`src/rtl/sdt_pkg.sv`:
```
// Shared types for the tracking sigma-delta converter.
// Assumes nothing beyond IEEE 1800-2017.
package sdt_pkg;
    typedef enum logic {
        STEP_DOWN = 1'b0,
        STEP_UP   = 1'b1
    } step_dir_e;
endpackage

```
`src/rtl/sdt_tick_gen.sv`:
```
// Clock-enable divider: outputs one tick every (ratio+1) enabled clocks.
// Assumes ratio may change at any time; the count clears when it reaches or passes ratio.
module sdt_tick_gen #(
    parameter int W = 8
) (
    input  logic         clk,
    input  logic         rst_n,
    input  logic         en,
    input  logic [W-1:0] ratio,
    output logic         tick
);
    logic [W-1:0] cnt_q;

    assign tick = en && (cnt_q >= ratio);

    // Count enabled clocks and restart after each tick.
    always_ff @(posedge clk) begin
        if (!rst_n) begin
            cnt_q <= '0;
        end else if (en) begin
            cnt_q <= (cnt_q >= ratio) ? '0 : cnt_q + 1'b1;
        end
    end
endmodule

```
`src/rtl/sdt_sync.sv`:
```
// Synchroniser chain for the asynchronous comparator bit.
// Assumes STAGES >= 2; the output is held at 0 during reset.
module sdt_sync #(
    parameter int STAGES = 2
) (
    input  logic clk,
    input  logic rst_n,
    input  logic d,
    output logic q
);
    logic [STAGES-1:0] chain_q;

    // Shift the input through the flop chain.
    always_ff @(posedge clk) begin
        if (!rst_n) begin
            chain_q <= '0;
        end else begin
            chain_q <= {chain_q[STAGES-2:0], d};
        end
    end

    assign q = chain_q[STAGES-1];
endmodule

```
`src/rtl/sdt_counter.sv`:
```
// Saturating up/down tracking counter, one LSB per enabled step.
// Assumes a mid-scale start; it holds at zero and at all-ones instead of wrapping.
module sdt_counter
    import sdt_pkg::*;
#(
    parameter int W = 14
) (
    input  logic         clk,
    input  logic         rst_n,
    input  logic         step_en,
    input  step_dir_e    dir,
    output logic [W-1:0] cnt_q
);
    localparam logic [W-1:0] CNT_MAX = {W{1'b1}};
    localparam logic [W-1:0] CNT_MID = {1'b1, {(W-1){1'b0}}};

    // Step toward the comparator's verdict, clamped at both rails.
    always_ff @(posedge clk) begin
        if (!rst_n) begin
            cnt_q <= CNT_MID;
        end else if (step_en) begin
            if (dir == STEP_UP) begin
                if (cnt_q != CNT_MAX) cnt_q <= cnt_q + 1'b1;
            end else begin
                if (cnt_q != '0) cnt_q <= cnt_q - 1'b1;
            end
        end
    end
endmodule

```
`src/rtl/sdt_modulator.sv`:
```
// First-order sigma-delta modulator: adds the level into a W-bit accumulator each step.
// The carry out of that sum is the registered stream bit. Assumes level is unsigned.
module sdt_modulator #(
    parameter int W = 14
) (
    input  logic         clk,
    input  logic         rst_n,
    input  logic         en,
    input  logic [W-1:0] level,
    output logic         bit_q
);
    logic [W-1:0] acc_q;
    logic [W:0]   sum;

    assign sum = {1'b0, acc_q} + {1'b0, level};

    // Accumulate on each step; the carry becomes the stream bit.
    always_ff @(posedge clk) begin
        if (!rst_n) begin
            acc_q <= '0;
            bit_q <= 1'b0;
        end else if (en) begin
            acc_q <= sum[W-1:0];
            bit_q <= sum[W];
        end
    end
endmodule

```
`src/rtl/sd_track_adc.sv`:
```
// Tracking sigma-delta converter core (digital half).
// The counter estimate drives a modulator whose stream is filtered off chip. The compared
// result steers the counter, and the top counter bits are the result.
// Assumes one clock domain, with slow rates set as clock enables.
module sd_track_adc
    import sdt_pkg::*;
#(
    parameter int CNT_W = 14,
    parameter int OUT_W = 10,
    parameter int DIV_W = 8,
    parameter int UPD_W = 4
) (
    input  logic             clk,
    input  logic             rst_n,
    input  logic [DIV_W-1:0] div_ratio,
    input  logic [UPD_W-1:0] upd_ratio,
    input  logic             cmp_in,
    output logic             bit_out,
    output logic [OUT_W-1:0] result,
    output logic             result_vld
);
    localparam int SYNC_STAGES = 2;

    logic             adc_tick;
    logic             upd_tick;
    logic             cmp_sync;
    logic [CNT_W-1:0] level;
    step_dir_e        dir;

    sdt_tick_gen #(.W(DIV_W)) u_adc_div (
        .clk   (clk),
        .rst_n (rst_n),
        .en    (1'b1),
        .ratio (div_ratio),
        .tick  (adc_tick)
    );

    sdt_tick_gen #(.W(UPD_W)) u_upd_div (
        .clk   (clk),
        .rst_n (rst_n),
        .en    (adc_tick),
        .ratio (upd_ratio),
        .tick  (upd_tick)
    );

    sdt_sync #(.STAGES(SYNC_STAGES)) u_sync (
        .clk   (clk),
        .rst_n (rst_n),
        .d     (cmp_in),
        .q     (cmp_sync)
    );

    assign dir = cmp_sync ? STEP_UP : STEP_DOWN;

    sdt_counter #(.W(CNT_W)) u_cnt (
        .clk     (clk),
        .rst_n   (rst_n),
        .step_en (upd_tick),
        .dir     (dir),
        .cnt_q   (level)
    );

    sdt_modulator #(.W(CNT_W)) u_mod (
        .clk   (clk),
        .rst_n (rst_n),
        .en    (adc_tick),
        .level (level),
        .bit_q (bit_out)
    );

    // Flag the clock in which the refreshed counter becomes visible.
    always_ff @(posedge clk) begin
        if (!rst_n) begin
            result_vld <= 1'b0;
        end else begin
            result_vld <= upd_tick;
        end
    end

    assign result = level[CNT_W-1 -: OUT_W];
endmodule

```
`config.mk`:
```
export PLATFORM = sky130hd
export DESIGN_NAME = sd_track_adc
export DESIGN_NICKNAME = d
export VERILOG_FILES = /design/src/rtl/sdt_pkg.sv /design/src/rtl/sdt_tick_gen.sv /design/src/rtl/sdt_sync.sv /design/src/rtl/sdt_counter.sv /design/src/rtl/sdt_modulator.sv /design/src/rtl/sd_track_adc.sv
export SDC_FILE = /design/constraint.sdc
export NUM_CORES = 1
export LEC_CHECK = 0
export ABC_AREA = 1
export CELL_PAD_IN_SITES_DETAIL_PLACEMENT = 0
export CELL_PAD_IN_SITES_GLOBAL_PLACEMENT = 2
export CORE_MARGIN = 5
export CORE_UTILIZATION = 35
export DETAILED_ROUTE_END_ITERATION = 8
export MAX_ROUTING_LAYER = met4
export PLACE_DENSITY = 0.83
export SLEW_MARGIN = 10
export SYNTH_ARGS = -nofsm -noshare
export SYNTH_HDL_FRONTEND = slang
export SYNTH_SLANG_ARGS = --single-unit
```
`constraint.sdc`:
```
create_clock -name clk -period 3.05 [get_ports clk]
set_input_delay 0.4575 -clock clk [delete_from_list [all_inputs] [get_ports clk]]
set_output_delay 0.4575 -clock clk [all_outputs]
set_load 0.02 [all_outputs]
```
Word level (Yosys, flattened, before mapping)
Cells that the tools add are included.
- word-level logic and storage cells: 27
- output and inout bits: 12
- bits of input ports: 15
- register bits after elaboration: 44
- equality and inequality tests: 2
- reductions and logical operators: 5
- mux-type cells: 5
- magnitude comparators: 2
- $add $sub $neg: 5
- bitwise logic cells: 1
- operator list (operator ; number):
    14-bit 2-to-1 mux ; 3
    14-bit by 14-bit adder with 15-bit output ; 1
    14-bit by 1-bit adder with 14-bit output, second input constant ; 1
    14-bit inequality test, second input constant ; 1
    14-bit nonzero test ; 1
    14-bit by 1-bit subtractor with 14-bit output, second input constant ; 1
    8-bit by 1-bit adder with 8-bit output, second input constant ; 1
    8-bit >= comparator ; 1
    4-bit by 1-bit adder with 4-bit output, second input constant ; 1
    4-bit >= comparator ; 1
    4-bit 2-to-1 mux ; 1
    3-bit AND reduction ; 1
    2-bit by 1-bit inequality test with 1-bit output, second input constant ; 1
    2-bit nonzero test ; 1
    2-bit OR reduction ; 1
    1-bit logical AND ; 1
    1-bit 2-to-1 mux ; 1
    1-bit NOT ; 1

Logic depth before layout (Yosys ltp)
Gate-level depths: netlist (run 1).
- depth in word-level cells: 3
- mapped depth: 14
- depth with buffers taken out: 13

Modules after synthesis
A second synthesis (run 1) with hierarchy kept.
- cells, all modules: 611
- area, all modules: 3823.7 um2
- modules (own cells, without submodules) (module ; cells an instance ; instances ; area each (um2)):
    sdt_counter ; 251 ; 1 ; 1460.2
    sdt_modulator ; 236 ; 1 ; 1416.4
    sdt_tick_gen at u_adc_div ; 78 ; 1 ; 579.3
    sdt_tick_gen at u_upd_div ; 36 ; 1 ; 281.5
    sdt_sync ; 6 ; 1 ; 55.1
    sd_track_adc ; 4 ; 1 ; 31.3

Least setup slack after synthesis (run 1)
Ideal clock, no wire load.
- path kind: register to register
- from: register u_sync.chain_q[1]
- to: register u_cnt.cnt_q[13]
- arrival: 1.660 ns
- path slack: 1.256 ns
- period minus slack after synthesis: 1.794 ns
- cell stages (with the launch flop): 12
- required time: 2.917 ns
- path through: dfxtp_1 -> inv_2 -> ha_1 -> or2_2 -> nand3_1 -> nand2_1 -> nand2_1 -> nand2_1 -> nand2_1 -> nand2_1 -> nand2_1 -> nand3_1
- cells in the longest elaborated chain, start to end: 3
- elaborated cells on any way between the ends: 5
- ends and longest elaborated chain (what ; RTL line ; text):
    from (decl) ; sdt_sync.sv:11 ; logic [STAGES-1:0] chain_q;
    from (signal assigned) ; sdt_sync.sv:18 ; chain_q <= {chain_q[STAGES-2:0], d};
    1-bit 2-to-1 mux (*) ; sd_track_adc.sv:53 ; assign dir = cmp_sync ? STEP_UP : STEP_DOWN;
    2-bit by 1-bit inequality test with 1-bit output (no line) or 2-bit nonzero test (tied branches) ; -- ;
    3-bit AND reduction (no line) ; -- ;
    to (signal assigned) ; sdt_counter.sv:23 ; if (cnt_q != CNT_MAX) cnt_q <= cnt_q + 1'b1;
    to (signal assigned) ; sdt_counter.sv:25 ; if (cnt_q != '0) cnt_q <= cnt_q - 1'b1;
    to (decl) ; sdt_counter.sv:12 ; output logic [W-1:0] cnt_q
Every way passes the cells marked *; elsewhere a longest branch is shown, timed or not.
A chain may end at the register's enable or synchronous reset.

Worst setup path in the final report (run 1)
- from: register u_sync.chain_q[1]
- to: register u_cnt.cnt_q[9]
Same word-level chain as after synthesis.

==> results.ini, run 1 <==
[route]
wl_met1_um=4830
drt_iter0_drc=154
top_layer=met4
drt_first_pass_iters=4
totalWireLength_um=9360
drc_errors=0
ant_nets=0
avgViaCountPerCell=4.64
wire_per_inst_um=12.6
vias=3439
wl_met2_um=4230
route.met3.wl_um=228

[worst_setup_path]
worstPathArrival_ns=2.36
r2r_slack_ns=0.88
critPathLaunch=u_sync.chain_q[1]
worstRegToRegCells=11
r2r_end=u_cnt.cnt_q[9]
r2r-start=u_sync.chain_q[1]
critPathRequiredTime_ns=3.24
cp_max_fo=13
startpoint_type=register
worstSetupPathType=register to register
cp-end-kind=register

[pwr]
vdd_drop_max_uv=169
power.internal_mw=0.797
p_sw_mw=0.281
p_leak_nw=2.19
switching_share_pct=26.1
p_clk_share_pct=32.4
p_comb_share_pct=12.7
powerDensity_nw_per_um2=264
p_seq_share_pct=54.9

[clocking]
post_cts_buffers=0
clkLatencyLatePin_ns=0.28
cts_root_buf=clkbuf_8
clk_pin_slew_worst_paths_ns=0.08
postCtsHoldBufs=0
cts_tree=yes
cts_max_level=2
cts_buffers=5
clockBufferDepth=2
cts_resized=0
cts.sink_count=44

[floorplanning]
rows=37
die_w_um=113
die_h_um=113
pin_count=27
die_area_um2=12700
initial_core_util_pct=35.8
core_area_um2=10300

[run]
maxCapViolCount=0

[sta]
finClkSkew_ns=0.00274
period_minus_slack_ns=2.17
finalSetupTns_ns=0
fin_ws_ns=0.877
rsz0062_at_grt=false
clock.fmax_mhz=460
setup_viol=0
slew_headroom_pct=52.2
hold_viol_final=0
fin_hold_ws_ns=0.422
finalCritPeriodShare_pct=71.2
tightest_slew_ns=0.714
drv_slew=0

[finish]
antenna_cells=0
area_growth_pct=10.7
final_nets=662
drive_above_1_share_pct=3.97

[place]
dp_hpwl_um=7430
port_buffers=26
gp_congestion=0.801
post-place-ws_ns=0.597

[min_path]
min_from=u_sync.chain_q[0]
whs_endpoint=u_sync.chain_q[1]
hold_class=register to register
hold_depth=2

[logic_synthesis]
synth_area_um2=3690
synth_top_area_share_pct=23.9
synth_warnings=0
synth.distinct_cells=33
yosys.area.top_type=dfxtp_1
synth_cells=588
avgSynthCellArea_um2=6.28
ys_seq_area_share_pct=23.9
ys_ff_latch=44
synth_nets=645
yosys-top-cells-area=dfxtp_1 (24%), nand2_1 (18%), ha_1 (14%), inv_1 (9.4%), nor2_1 (6.5%)

[global_route]
grt_pass1_wl_um=15800
grt_max_degree=24
grt.overflow.total=0
antenna_found_initial=0
grt_pass1_vias=3271
track_usage_pct=15.5

[run_status]
status=complete, no violations

-- power by group through the flow --
stage                     Clock [mW]  Sequential, mW  Combinational [mW]
after floorplan                    0           0.603              0.0955
after global placement             0           0.606               0.137
after detailed placement           0           0.606               0.139
after CTS                      0.370           0.592               0.140
after global routing           0.397           0.594               0.160
final                          0.349           0.592               0.137
-- cell usage in the layout, fill, tap and decap left out, types with 6 or more instances in the layout --
master	instances
nor2_1	64
clkdlybuf4s50_1	26
ha_1	40
dfxtp_1	44
xor2_1	8
xnor2_1	8
nand3_1	35
a21oi_1	37
o21ai_0	12
nand2_1	177
nand4_1	16
inv_2	6
inv_1	92
-- cell families after synthesis --
kind of cell	after synthesis	synth area share [%]
buffers and inverters	119	14.0
adders and majority gates	42	14.6
AOI/OAI and AO/OA	58	8.23
xor gates and xnor gates	16	3.80
DFF	44	23.9
and+or+nand+nor	309	35.5
-- final cells by class --
class	count	area, um^2
clock buffer	6	72.6
clock inverter	1	5.00
fill	1126	6230
inverter	99	374
multi-input combinational	425	2300
sequential	44	881
tap	136	170
timing repair buffer	30	290
-- how the worst max path moves through the flow --
stage	endpoint	slack, ns	depth (start not counted)
finish	u_cnt.cnt_q[9]	0.88	11
global route	u_cnt.cnt_q[13]	0.71	11
CTS	u_cnt.cnt_q[13]	0.88	11
detailed placement	u_mod.acc_q[11]	0.60	11
global placement	u_mod.acc_q[11]	0.62	11
floorplan	u_cnt.cnt_q[13]	1.26	11
-- through the flow --
| stage | util [%] | instance area (um^2) | total power [mW] | instances |
|---|---|---|---|---|
| after floorplan | - | 3690 | 0.698 | 588 |
| after global placement | 38.9 | 4010 | 0.743 | 734 |
| after detailed placement | 38.9 | 4010 | 0.744 | 734 |
| after CTS | 39.6 | 4090 | 1.10 | 741 |
| after global routing | 39.6 | 4090 | 1.15 | 741 |
| final | 39.6 | 4090 | 1.08 | 741 |
-- Yosys cell counts (all sizes together) --
master / number
nand2: 178
inv: 99
nor2: 65
dfxtp: 44
ha: 40
a21oi: 37
nand3: 37
buf: 17
nand4: 16
o21ai: 15
xnor2: 8
xor2: 8
nand3b: 5
clkbuf: 3
o21bai: 3
or2: 3
and2: 2
fa: 2
nor3: 2
a21o: 1
a31oi: 1
nor3b: 1
o21a: 1
-- state kept, by name, summed over array words and instances, names as in the netlist --
| name | flops |
|---|---|
| u_adc_div.cnt_q | 8 |
| u_sync.chain_q | 2 |
| u_cnt.cnt_q | 14 |
| u_upd_div.cnt_q | 4 |
| result_vld | 1 |
| u_mod.acc_q | 14 |
| u_mod.bit_q | 1 |
-- layer usage --
layer  vias up  GRT usage, %
met5         -             -
met3         4          2.51
met1      1524          20.8
li1       1876             -
met4         0          2.16
met2        35          25.1
-- worst max-delay path: stages (launching register included) --
cell,delay (ns)
dfxtp_1,0.48
inv_2,0.20
ha_1,0.38
or2_2,0.32
nand3_1,0.11
nand2_1,0.13
nand2_1,0.11
nand2_1,0.06
nand2_1,0.05
nand2_1,0.05
nor2_1,0.11
nor2_1,0.06
Power figures use the tool's default switching activity.
==> run 2: changes to the inputs <==
--- a/config.mk
+++ b/config.mk
@@ -9,10 +9,10 @@
 export CELL_PAD_IN_SITES_DETAIL_PLACEMENT = 0
 export CELL_PAD_IN_SITES_GLOBAL_PLACEMENT = 2
 export CORE_MARGIN = 5
-export CORE_UTILIZATION = 35
+export CORE_UTILIZATION = 32
 export DETAILED_ROUTE_END_ITERATION = 8
 export MAX_ROUTING_LAYER = met4
-export PLACE_DENSITY = 0.83
+export PLACE_DENSITY = 0.77
 export SLEW_MARGIN = 10
 export SYNTH_ARGS = -nofsm -noshare
 export SYNTH_HDL_FRONTEND = slang
==> constraint.sdc (replaced) <==
create_clock -name clk -period 2.1 [get_ports clk]
set_input_delay 0.315 -clock clk [delete_from_list [all_inputs] [get_ports clk]]
set_output_delay 0.315 -clock clk [all_outputs]
set_load 0.02 [all_outputs]
==> run 2 against run 1 <==
Sequential power rose by 45%. Via count rose by 2.3%. Worst setup slack got worse by 0.70 ns. Register-to-register slack got worse by 0.66 ns. Critical path type is now input port to register.
==> results.ini, run 2 (same netlist as run 1, synthesis figures left out) <==
[run_status]
status=complete, no violations

[sta]
finClkSkew_ns=0.00711  ; +0.00437 ns
finalCritPeriodShare_pct=91.5
fin_ws_ns=0.179  ; -0.698 ns
tightest_slew_ns=0.400  ; -0.314 ns
period_minus_slack_ns=1.92
slew_headroom_pct=73.3  ; +21 points
clock.fmax_mhz=521
setup_viol=0  ; unchanged
fin_hold_ws_ns=0.410  ; -0.0117 ns
drv_slew=0  ; unchanged
hold_viol_final=0  ; unchanged
finalSetupTns_ns=0  ; unchanged
rsz0062_at_grt=false

[finish]
fin_util_pct=38.5  ; -1.1 points
fillers=1287  ; +14%
area_growth_pct=18.6
drive_above_1_share_pct=7.52  ; +3.6 points
final_cell_mix=nand2_1 (177), inv_1 (92), nor2_1 (64), dfxtp_1 (42), ha_1 (40)
multi_input_area_um2=2310  ; +0.76%
final_common_cell=nand2_1
antenna_cells=0  ; unchanged
seqCellArea_um2=883  ; +0.28%
final_nets=682  ; +3.0%
top_regs=u_cnt.cnt_q x14, u_mod.acc_q x14, u_adc_div.cnt_q x8

[place]
post-place-ws_ns=-0.170  ; -0.768 ns
port_buffers=26  ; unchanged
dp_hpwl_um=7790  ; +4.8%
gp_congestion=0.822  ; +2.6%

[clocking]
clockBufferDepth=2  ; unchanged
clkLatencyLatePin_ns=0.29  ; about the same
postCtsHoldBufs=0  ; unchanged
cts_root_buf=clkbuf_16
cts.sink_count=44  ; unchanged
cts_tree=yes
cts_resized=0  ; unchanged
post_cts_buffers=0  ; unchanged
cts_max_level=2  ; unchanged
cts_buffers=5  ; unchanged
clk_pin_slew_worst_paths_ns=0.06  ; -0.02 ns

[worst_setup_path]
crit_buf_inv=4  ; +3
cpPeakStageDelay_ns=0.45  ; -0.03 ns
worstSetupPathType=input port to register
crit_path_frequent_cell=nand2_1
cp_top_family=buffers and inverters
critPathRequiredTime_ns=2.28  ; -0.96 ns
path_cells=clkdlybuf4s50_1, inv_1, ha_1, nand2_1, nor2_2, nand4_1, nand3_2, buf_12, buf_4, nand2_1, nand3_1, nor2_1
cp_max_fo=22  ; +9
worstPathArrival_ns=2.10  ; -0.26 ns
cp-end-kind=register
crit_slowest_cell=clkdlybuf4s50_1
startpoint_type=input port

[route]
drt_first_pass_iters=4  ; unchanged
avgViaCountPerCell=4.58  ; -1.3%
drt_iter0_drc=123  ; -20%
vias=3519  ; +2.3%
totalWireLength_um=9760  ; +4.3%
drc_errors=0  ; unchanged
ant_nets=0  ; unchanged
wire_per_inst_um=12.7  ; +0.59%

[global_route]
grt_util_met3_pct=2.69  ; +0.18 points
grt_pass1_wl_um=16500  ; +4.2%
track_usage_pct=14.6  ; -0.85 points
top_usage_layer=met2
antenna_found_initial=0  ; unchanged
groute.layer.met1.usage_pct=18.4  ; -2.4 points
grt_pass1_vias=3532  ; +8.0%
grt_max_degree=22  ; -8.3%
grtUsageMet2_pct=23.9  ; -1.1 points
grt.overflow.total=0  ; unchanged

[pwr]
vdd_drop_max_uv=257  ; +52%
p_leak_nw=2.35  ; +6.9%
fin_total_pwr_mw=2.10  ; +94%
powerDensity_nw_per_um2=479  ; +81%

[floorplanning]
core_area_um2=11400  ; +10%
die_h_um=117  ; +4.2%
die_area_um2=13800  ; +8.5%
initial_core_util_pct=32.5  ; -3.3 points
die_w_um=117  ; +4.2%
rows=39  ; +5.4%
pin_count=27  ; unchanged

[run]
maxCapViolCount=0  ; unchanged

[min_path]
hold_class=register to register

-- run 2: cell types whose count changed in the layout (fill, tap and decap cells not counted), sizes merged --
cell	change
clkinv	-1
clkbuf	-1
bufinv	+2
buf	+19
nand3	+1
-- run 2: report_power, final --
part | leakage, nW | switching (mW) | total (mW) | internal, mW
Clock | 0.0899 | 0.342 | 1.02 | 0.676
Sequential | 0.357 | 0.0119 | 0.859 | 0.847
Combinational | 1.90 | 0.123 | 0.220 | 0.0972
Total | 2.35 | 0.476 | 2.10 | 1.62
-- run 2: tightest hold or removal path, stage by stage, from the launching register on --
cell and delay (ns):
dfxtp_1 0.31, nand2_1 0.05, inv_1 0.04
-- run 2: final cells by class --
class / instances / share of cell area (%)
Inverter: 99 / 8.54
Sequential cell: 44 / 20.2
Tap cell: 143 / 4.08
Timing Repair Buffer: 49 / 10.2
Clock buffer: 5 / 2.86
Multi-Input combinational cell: 426 / 52.8
Clock inverter: 2 / 1.37
-- run 2: final timing paths --
| path | cells after the start | startpoint | slack [ns] | endpoint |
|---|---|---|---|---|
| min | 2 | u_sync.chain_q[0] | 0.41 | u_sync.chain_q[1] |
| max | 12 | div_ratio[7] | 0.18 | u_upd_div.cnt_q[2] |
| max reg2reg | 11 | u_sync.chain_q[1] | 0.22 | u_cnt.cnt_q[11] |
| min reg2reg | 2 | u_sync.chain_q[0] | 0.41 | u_sync.chain_q[1] |
-- run 2: per-stage QoR --
step           area (um^2)  std cells
6_report              4380        768
5_1_grt               4380        768
4_1_cts               4360        767
3_5_place_dp          4180        760
3_3_place_gp          4180        760
2_1_floorplan         3690        588
-- run 2: layer usage --
layer,up-vias,wire length (um)
met5,-,0
met2,46,4320
met4,0,131
met3,9,290
li1,1917,-
met1,1547,5010
